**src/rtl/crc_pkg.sv**
```systemverilog
package crc_pkg;
  localparam logic [2:0] A_CFG  = 3'd0;
  localparam logic [2:0] A_POLY = 3'd1;
  localparam logic [2:0] A_RES  = 3'd2;
  localparam logic [2:0] A_DATA = 3'd3;
  localparam logic [2:0] A_STAT = 3'd4;

  // ones in bit positions 0..len_f
  function automatic logic [31:0] len_mask(input logic [4:0] len_f);
    logic [31:0] m;
    m = '0;
    for (int i = 0; i < 32; i++)
      if (i <= int'(len_f)) m[i] = 1'b1;
    return m;
  endfunction

  // one serial step of the feedback register
  function automatic logic [31:0] crc_bit(input logic [31:0] crc, input logic [31:0] poly,
                                          input logic [4:0] len_f, input logic d);
    logic        fb;
    logic [31:0] nx;
    fb = crc[len_f] ^ d;
    nx = {crc[30:0], 1'b0};
    if (fb) nx = nx ^ poly;
    return nx & len_mask(len_f);
  endfunction

  function automatic logic [1:0] wsel_clamp(input logic [1:0] w);
    return (w == 2'd3) ? 2'd2 : w;
  endfunction

  function automatic logic [5:0] width_bits(input logic [1:0] w);
    return 6'd8 << wsel_clamp(w);
  endfunction
endpackage

```
**src/rtl/crc_fifo.sv**
```systemverilog
module crc_fifo
  import crc_pkg::*;
#(
  parameter int BYTES = 16
) (
  input  logic                         clk,
  input  logic                         rst_n,
  input  logic [1:0]                   wsel,
  input  logic                         push,
  input  logic [31:0]                  push_data,
  input  logic                         pop,
  output logic [31:0]                  pop_data,
  output logic [$clog2(BYTES+1)-1:0]   count,
  output logic                         full,
  output logic                         empty,
  output logic                         push_ok
);
  localparam int AW = $clog2(BYTES);
  localparam int CW = $clog2(BYTES + 1);

  logic [7:0]    mem [BYTES];
  logic [AW-1:0] rptr, wptr, step;
  logic [1:0]    ws;
  logic [CW-1:0] depth;
  logic          pop_ok;

  assign ws      = wsel_clamp(wsel);
  assign step    = AW'(1) << ws;
  assign depth   = CW'(BYTES >> ws);
  assign full    = (count == depth);
  assign empty   = (count == '0);
  assign push_ok = push && !full;
  assign pop_ok  = pop && !empty;

  always_ff @(posedge clk) begin
    if (push_ok)
      for (int j = 0; j < 4; j++)
        if (j < (1 << ws)) mem[wptr + AW'(j)] <= push_data[8*j +: 8];
  end

  always_ff @(posedge clk or negedge rst_n) begin
    if (!rst_n) begin
      rptr  <= '0;
      wptr  <= '0;
      count <= '0;
    end else begin
      if (push_ok) wptr <= wptr + step;
      if (pop_ok)  rptr <= rptr + step;
      count <= count + CW'(push_ok) - CW'(pop_ok);
    end
  end

  always_comb begin
    for (int j = 0; j < 4; j++)
      pop_data[8*j +: 8] = (j < (1 << ws)) ? mem[rptr + AW'(j)] : 8'h00;
  end
endmodule

```
**src/rtl/crc_shift.sv**
```systemverilog
module crc_shift
  import crc_pkg::*;
(
  input  logic        clk,
  input  logic        rst_n,
  input  logic        start,
  input  logic        fifo_empty,
  input  logic        drain,
  input  logic [31:0] pop_data,
  input  logic [1:0]  wsel,
  input  logic        lsb_first,
  input  logic [31:0] poly,
  input  logic [4:0]  len_f,
  input  logic        ld_en,
  input  logic [31:0] ld_val,
  output logic        pop,
  output logic [31:0] crc,
  output logic        busy,
  output logic        last_step,
  output logic        empty_evt,
  output logic        done_evt
);
  logic [5:0]  left, w;
  logic [31:0] sbuf, align, crc_nx;
  logic        b_hi, b_lo;

  assign w         = width_bits(wsel);
  assign pop       = !busy && start && !fifo_empty;
  assign last_step = busy && (left == 6'd2);
  assign empty_evt = pop && drain;
  assign done_evt  = last_step && fifo_empty;

  assign b_hi   = lsb_first ? sbuf[0] : sbuf[31];
  assign b_lo   = lsb_first ? sbuf[1] : sbuf[30];
  assign crc_nx = crc_bit(crc_bit(crc, poly, len_f, b_hi), poly, len_f, b_lo);
  assign align  = lsb_first ? pop_data : (pop_data << (6'd32 - w));

  always_ff @(posedge clk or negedge rst_n) begin
    if (!rst_n) begin
      busy <= 1'b0;
      left <= '0;
      sbuf <= '0;
    end else if (pop) begin
      busy <= 1'b1;
      left <= w;
      sbuf <= align;
    end else if (busy) begin
      sbuf <= lsb_first ? (sbuf >> 2) : (sbuf << 2);
      left <= left - 6'd2;
      if (last_step) busy <= 1'b0;
    end
  end

  always_ff @(posedge clk or negedge rst_n) begin
    if (!rst_n)      crc <= '0;
    else if (ld_en)  crc <= ld_val;
    else if (busy)   crc <= crc_nx;
  end
endmodule

```
**src/rtl/crc_engine.sv**
```systemverilog
module crc_engine
  import crc_pkg::*;
#(
  parameter int FIFO_BYTES = 16,
  parameter int AW         = 3
) (
  input  logic          clk,
  input  logic          rst_n,
  input  logic          wr_en,
  input  logic [AW-1:0] wr_addr,
  input  logic [31:0]   wr_data,
  input  logic [AW-1:0] rd_addr,
  output logic [31:0]   rd_data,
  input  logic          start,
  output logic          fifo_full,
  output logic          fifo_empty,
  output logic          irq
);
  localparam int CW = $clog2(FIFO_BYTES + 1);

  logic [4:0]    len_f;
  logic [1:0]    wsel;
  logic          lsb_first, int_sel, ovf;
  logic [31:0]   poly, crc, pop_data, result_rd, status;
  logic [CW-1:0] count;
  logic          push, push_ok, pop, drain, ovf_clr, ld_en;
  logic          busy, last_step, empty_evt, done_evt;

  assign push    = wr_en && (wr_addr == AW'(A_DATA));
  assign ld_en   = wr_en && (wr_addr == AW'(A_RES));
  assign ovf_clr = wr_en && (wr_addr == AW'(A_STAT));
  assign drain   = (count == CW'(1)) && !push_ok;

  crc_fifo #(.BYTES(FIFO_BYTES)) u_fifo (
    .clk(clk), .rst_n(rst_n), .wsel(wsel), .push(push), .push_data(wr_data),
    .pop(pop), .pop_data(pop_data), .count(count), .full(fifo_full),
    .empty(fifo_empty), .push_ok(push_ok)
  );

  crc_shift u_shift (
    .clk(clk), .rst_n(rst_n), .start(start), .fifo_empty(fifo_empty), .drain(drain),
    .pop_data(pop_data), .wsel(wsel), .lsb_first(lsb_first), .poly(poly), .len_f(len_f),
    .ld_en(ld_en), .ld_val(wr_data), .pop(pop), .crc(crc), .busy(busy),
    .last_step(last_step), .empty_evt(empty_evt), .done_evt(done_evt)
  );

  always_ff @(posedge clk or negedge rst_n) begin
    if (!rst_n) begin
      len_f     <= '0;
      wsel      <= '0;
      lsb_first <= 1'b0;
      int_sel   <= 1'b0;
      poly      <= '0;
      ovf       <= 1'b0;
      irq       <= 1'b0;
    end else begin
      if (wr_en && wr_addr == AW'(A_CFG)) begin
        len_f     <= wr_data[4:0];
        wsel      <= wr_data[6:5];
        lsb_first <= wr_data[7];
        int_sel   <= wr_data[8];
      end
      if (wr_en && wr_addr == AW'(A_POLY)) poly <= wr_data;
      if (ovf_clr)                         ovf  <= 1'b0;
      else if (push && fifo_full)          ovf  <= 1'b1;
      irq <= int_sel ? empty_evt : done_evt;
    end
  end

  assign result_rd = crc & len_mask(len_f);

  always_comb begin
    status           = '0;
    status[0]        = fifo_empty;
    status[1]        = fifo_full;
    status[2]        = ovf;
    status[4 +: CW]  = count;
  end

  always_comb begin
    case (rd_addr)
      AW'(A_CFG):  rd_data = {23'd0, int_sel, lsb_first, wsel, len_f};
      AW'(A_POLY): rd_data = poly;
      AW'(A_RES):  rd_data = result_rd;
      AW'(A_STAT): rd_data = status;
      default:     rd_data = '0;
    endcase
  end
endmodule

```
**config.mk**
```make
export PLATFORM = sky130hd
export DESIGN_NAME = crc_engine
export DESIGN_NICKNAME = d
export VERILOG_FILES = /design/src/rtl/crc_pkg.sv /design/src/rtl/crc_fifo.sv /design/src/rtl/crc_shift.sv /design/src/rtl/crc_engine.sv
export SDC_FILE = /design/constraint.sdc
export NUM_CORES = 1
export LEC_CHECK = 0
export BUFFER_PORTS_ARGS = -buffer_cell sky130_fd_sc_hd__buf_2
export CELL_PAD_IN_SITES_DETAIL_PLACEMENT = 1
export CELL_PAD_IN_SITES_GLOBAL_PLACEMENT = 1
export CORE_ASPECT_RATIO = 1.25
export CORE_MARGIN = 4
export CORE_UTILIZATION = 37
export CTS_BUF_LIST = sky130_fd_sc_hd__clkbuf_2 sky130_fd_sc_hd__clkbuf_4 sky130_fd_sc_hd__clkbuf_8
export DETAILED_ROUTE_END_ITERATION = 10
export GPL_TIMING_DRIVEN = 0
export MAX_ROUTING_LAYER = met4
export PLACE_DENSITY_LB_ADDON = 0.15
export SYNTH_ARGS = -nofsm -noshare
export SYNTH_HDL_FRONTEND = slang
export SYNTH_SLANG_ARGS = --single-unit
export TNS_END_PERCENT = 1
```
**constraint.sdc**
```tcl
create_clock -name clk -period 5.34 [get_ports clk]
set_input_delay 1.068 -clock clk [delete_from_list [all_inputs] [get_ports clk]]
set_output_delay 1.068 -clock clk [all_outputs]
set_load 0.05 [all_outputs]
```
==> flow_metrics.tcl <==
set metrics [dict create \
    outcome "finished with violations" \
    violations "capacitance limit, slew limit" \
    async_reset_ff_frac 0.496 \
    drt_wl_total_um 128000 \
    drv_slew 22 \
    finalPower_w 0.0135 \
    min_period_ns 5.27 \
    slew_headroom -0.0783 \
    synth-compound-area-share 0.160 \
    htreeDepth 2 \
    hold_viol 0 \
    grt_pass1_wl_um 178000 \
    grt_pass1_vias 23500 \
    syn_avg_cell_area_sq_um 9.13 \
    fin_tns_setup_ns 0 \
    synth_largest_area_cell "edfxtp_1" \
    maxCapViolCount 2 \
    place.gp.congestion 1.10 \
    synth_top_area_frac 0.170 \
    synth-warning-count 0 \
    power.leakage_nw 9.48 \
    gr-usage-all-layers 0.391 \
    peakVddDrop_mv 0.238 \
    ys.flop_type "edfxtp_1" \
    worst_clock_skew_ns 0.0405 \
    cp-end-kind "register" \
    synth_seq_cells 254 \
    hpwl_um 99300 \
    critPathLaunchType "register" \
    io_pins 77 \
    hold_buffers 0 \
    power_density_nw_per_um2 534 \
    synth_edf_count 128 \
    worstSetupPathType "reg -> reg" \
    synth_simple_gate_area_frac 0.180 \
    fillCellCount 6961 \
    cts_root_buffer "clkbuf_8" \
    tritoncts "yes" \
    core_sq_um 59900 \
    cts_sinks 254 \
    clk_pin_slew_ns 0.06 \
    fp-row-count 100 \
    yosys.area_share.adder 0.0132 \
    vias_per_cell 6.81 \
    critPathMaxFanout 10 \
    worstPathRequired_ns 5.91 \
    synthXorXnorAreaFrac 0.0158 \
    synthTopCellsByCount "nand2_1 (399), o21ai_0 (280), clkbuf_1 (188)" \
    clock.fmax_mhz 190 \
    drtIter0Drc 2455 \
    drc 0 \
    gr-total-overflow 0 \
    cts_buffers 50 \
    yosysSeqAreaShare 0.310 \
    synth_most_common_cell "nand2_1" \
    synth.net_count 2536 \
    finalSetupViolCount 0 \
    seq_area_sq_um 7000 \
    synth_area_leaders "edfxtp_1 (17%), mux4_2 (16%), dfrtp_1 (14%)" \
    multiInputGateArea_sq_um 14600 \
    dieArea_sq_um 65000 \
    start_util 0.376 \
    portBuffers 43 \
    ys_types 78 \
    tightest_slew_ns 1.62 \
    worstHoldPathType "in -> async" \
    reg2reg_slack_ns 0.07 \
    clk_latency_ns 0.68 \
    r2r_end "u_shift.crc[19]$_DFFE_PN0P_" \
    grt_max_degree 70 \
    die_h_um 284 \
    final_util 0.422 \
    min_period_over_period 0.986 \
    dr.pass1.iters 6 \
    die_w_um 229 \
    antenna_found_initial 4 \
    r2r-start "len_f[1]$_DFFE_PN0P_" \
    netlist_area_sq_um 22600 \
    drive_above_1_share 0.182 \
    r2r_cells 18 \
    antenna_left 0 \
    critPathArrivalTime_ns 5.83 \
    synth_top_family_by_area "multiplexers" \
    cts_buffer_depth 3 \
    vias 23100 \
    drt-wirelength-per-cell_um 37.7 \
    synthToLayoutAreaGrowth_pct 12.1 \
    nNetsFinal 2643 \
    syn_inst 2472 \
    synthMuxAreaShare 0.269 \
    grt_setup_unrepaired "false" \
]
-- critical path, stage by stage, from the launching register on --
cell      delay [ns]
dfrtp_1         0.32
clkbuf_4        0.20
mux4_2          0.53
mux2_2          0.30
a2111o_1        0.44
nand4_1         0.16
clkbuf_4        0.28
buf_4           0.23
buf_4           0.27
a31oi_1         0.15
nor2_1          0.20
a211oi_1        0.11
o21ai_1         0.27
or4b_1          0.45
buf_2           0.21
o21ai_4         0.29
buf_6           0.21
nand2_2         0.18
o311ai_2        0.31
-- metal layers --
metal / share of wire / GRT usage / routed length (um) / vias to the layer above
met1: 0.36 / 0.435 / 45800 / 11800
met2: 0.48 / 0.631 / 60900 / 1241
met3: 0.064 / 0.0583 / 8130 / 464
met5: 0 / - / 0 / -
met4: 0.10 / 0.305 / 12800 / 0
li1: - / - / - / 9549
-- worst max-delay path by stage --
stage	endpoint	startpoint	slack, ns
after CTS	u_shift.crc[19]$_DFFE_PN0P_	len_f[1]$_DFFE_PN0P_	0.008
after detailed placement	u_shift.sbuf[28]$_DFFE_PN0N_	u_fifo.rptr[1]$_DFFE_PN0P_	-3.11
final	u_shift.crc[19]$_DFFE_PN0P_	len_f[1]$_DFFE_PN0P_	0.07
after global placement	u_shift.sbuf[25]$_DFFE_PN0N_	u_fifo.rptr[1]$_DFFE_PN0P_	-3.11
after global routing	u_shift.crc[19]$_DFFE_PN0P_	len_f[1]$_DFFE_PN0P_	0.02
after floorplan	u_shift.sbuf[30]$_DFFE_PN0N_	u_fifo.rptr[1]$_DFFE_PN0P_	0.17
-- placed cells by master, fill, tap and decap left out, types with 27 or more instances in the layout --
cell      netlist  routed
clkbuf_8        0      60
buf_2          17      57
nor3b_1        28      28
clkbuf_1      188     173
edfxtp_1      128     128
o21ai_0       280     278
a21oi_1        97      96
nor3_1         65      61
dfrtp_1       126     126
nand3_1        63      61
nand4_1        32      32
mux2_2         74      74
a211oi_1       27      27
inv_1          39      39
nor2_1        179     178
mux4_2        164     164
nand2_1       399     397
buf_1          48      41
mux2i_1       155     153
a22oi_1        28      28
-- layout make-up --
class | count | area share
diodes | 4 | 0.000396
plain buffers | 253 | 0.0416
clock buffers | 72 | 0.0362
clock inverters | 19 | 0.00910
inverters | 43 | 0.00648
multi-input cells | 1919 | 0.577
flip-flops and latches | 254 | 0.277
well taps | 765 | 0.0378
repair buffers | 58 | 0.0152
-- cells by family (layout without fill, tap and decap cells) --
kind of cell	after synthesis	count (layout)
AOI/OAI and AO/OA	583	583
xor gates and xnor gates	39	39
adders and majority gates	22	22
buffers and inverters	299	445
DFF	254	254
muxes	393	393
other	0	4
and+or+nand+nor	882	882
-- sequential cells by signal (all words and copies together) (netlist names), 2 cells and up --
| register | flops |
|---|---|
| u_fifo.count | 5 |
| u_shift.left | 5 |
| u_fifo.mem | 128 |
| len_f | 5 |
| u_fifo.rptr | 4 |
| u_shift.sbuf | 32 |
| u_fifo.wptr | 4 |
| u_shift.crc | 32 |
| wsel | 2 |
| poly | 32 |
-- where the power goes --
| part | switching [W] | internal [W] |
|---|---|---|
| Combinational | 0.00509 | 0.00312 |
| Clock | 0.00101 | 0.00135 |
| Sequential | 0.000508 | 0.00242 |
-- repair_timing --
action,in CTS,in global routing
setup buffers,9,0
endpoints found under the setup margin,73,75
resized for setup,67,14
pin swaps,4,0
-- per-stage QoR --
step	instance area [sq um]	setup WS (ns)	hold WS [ns]	cells
after floorplan	22600	0.169	0.462	2472
after global placement	23700	-3.11	0.490	3280
after detailed placement	23900	-3.11	0.503	3286
after CTS	25300	0.00770	0.383	3385
after global routing	25300	0.0187	0.413	3386
final	25300	0.0739	0.408	3387
Note: power is estimated with default switching activity, not from simulation.
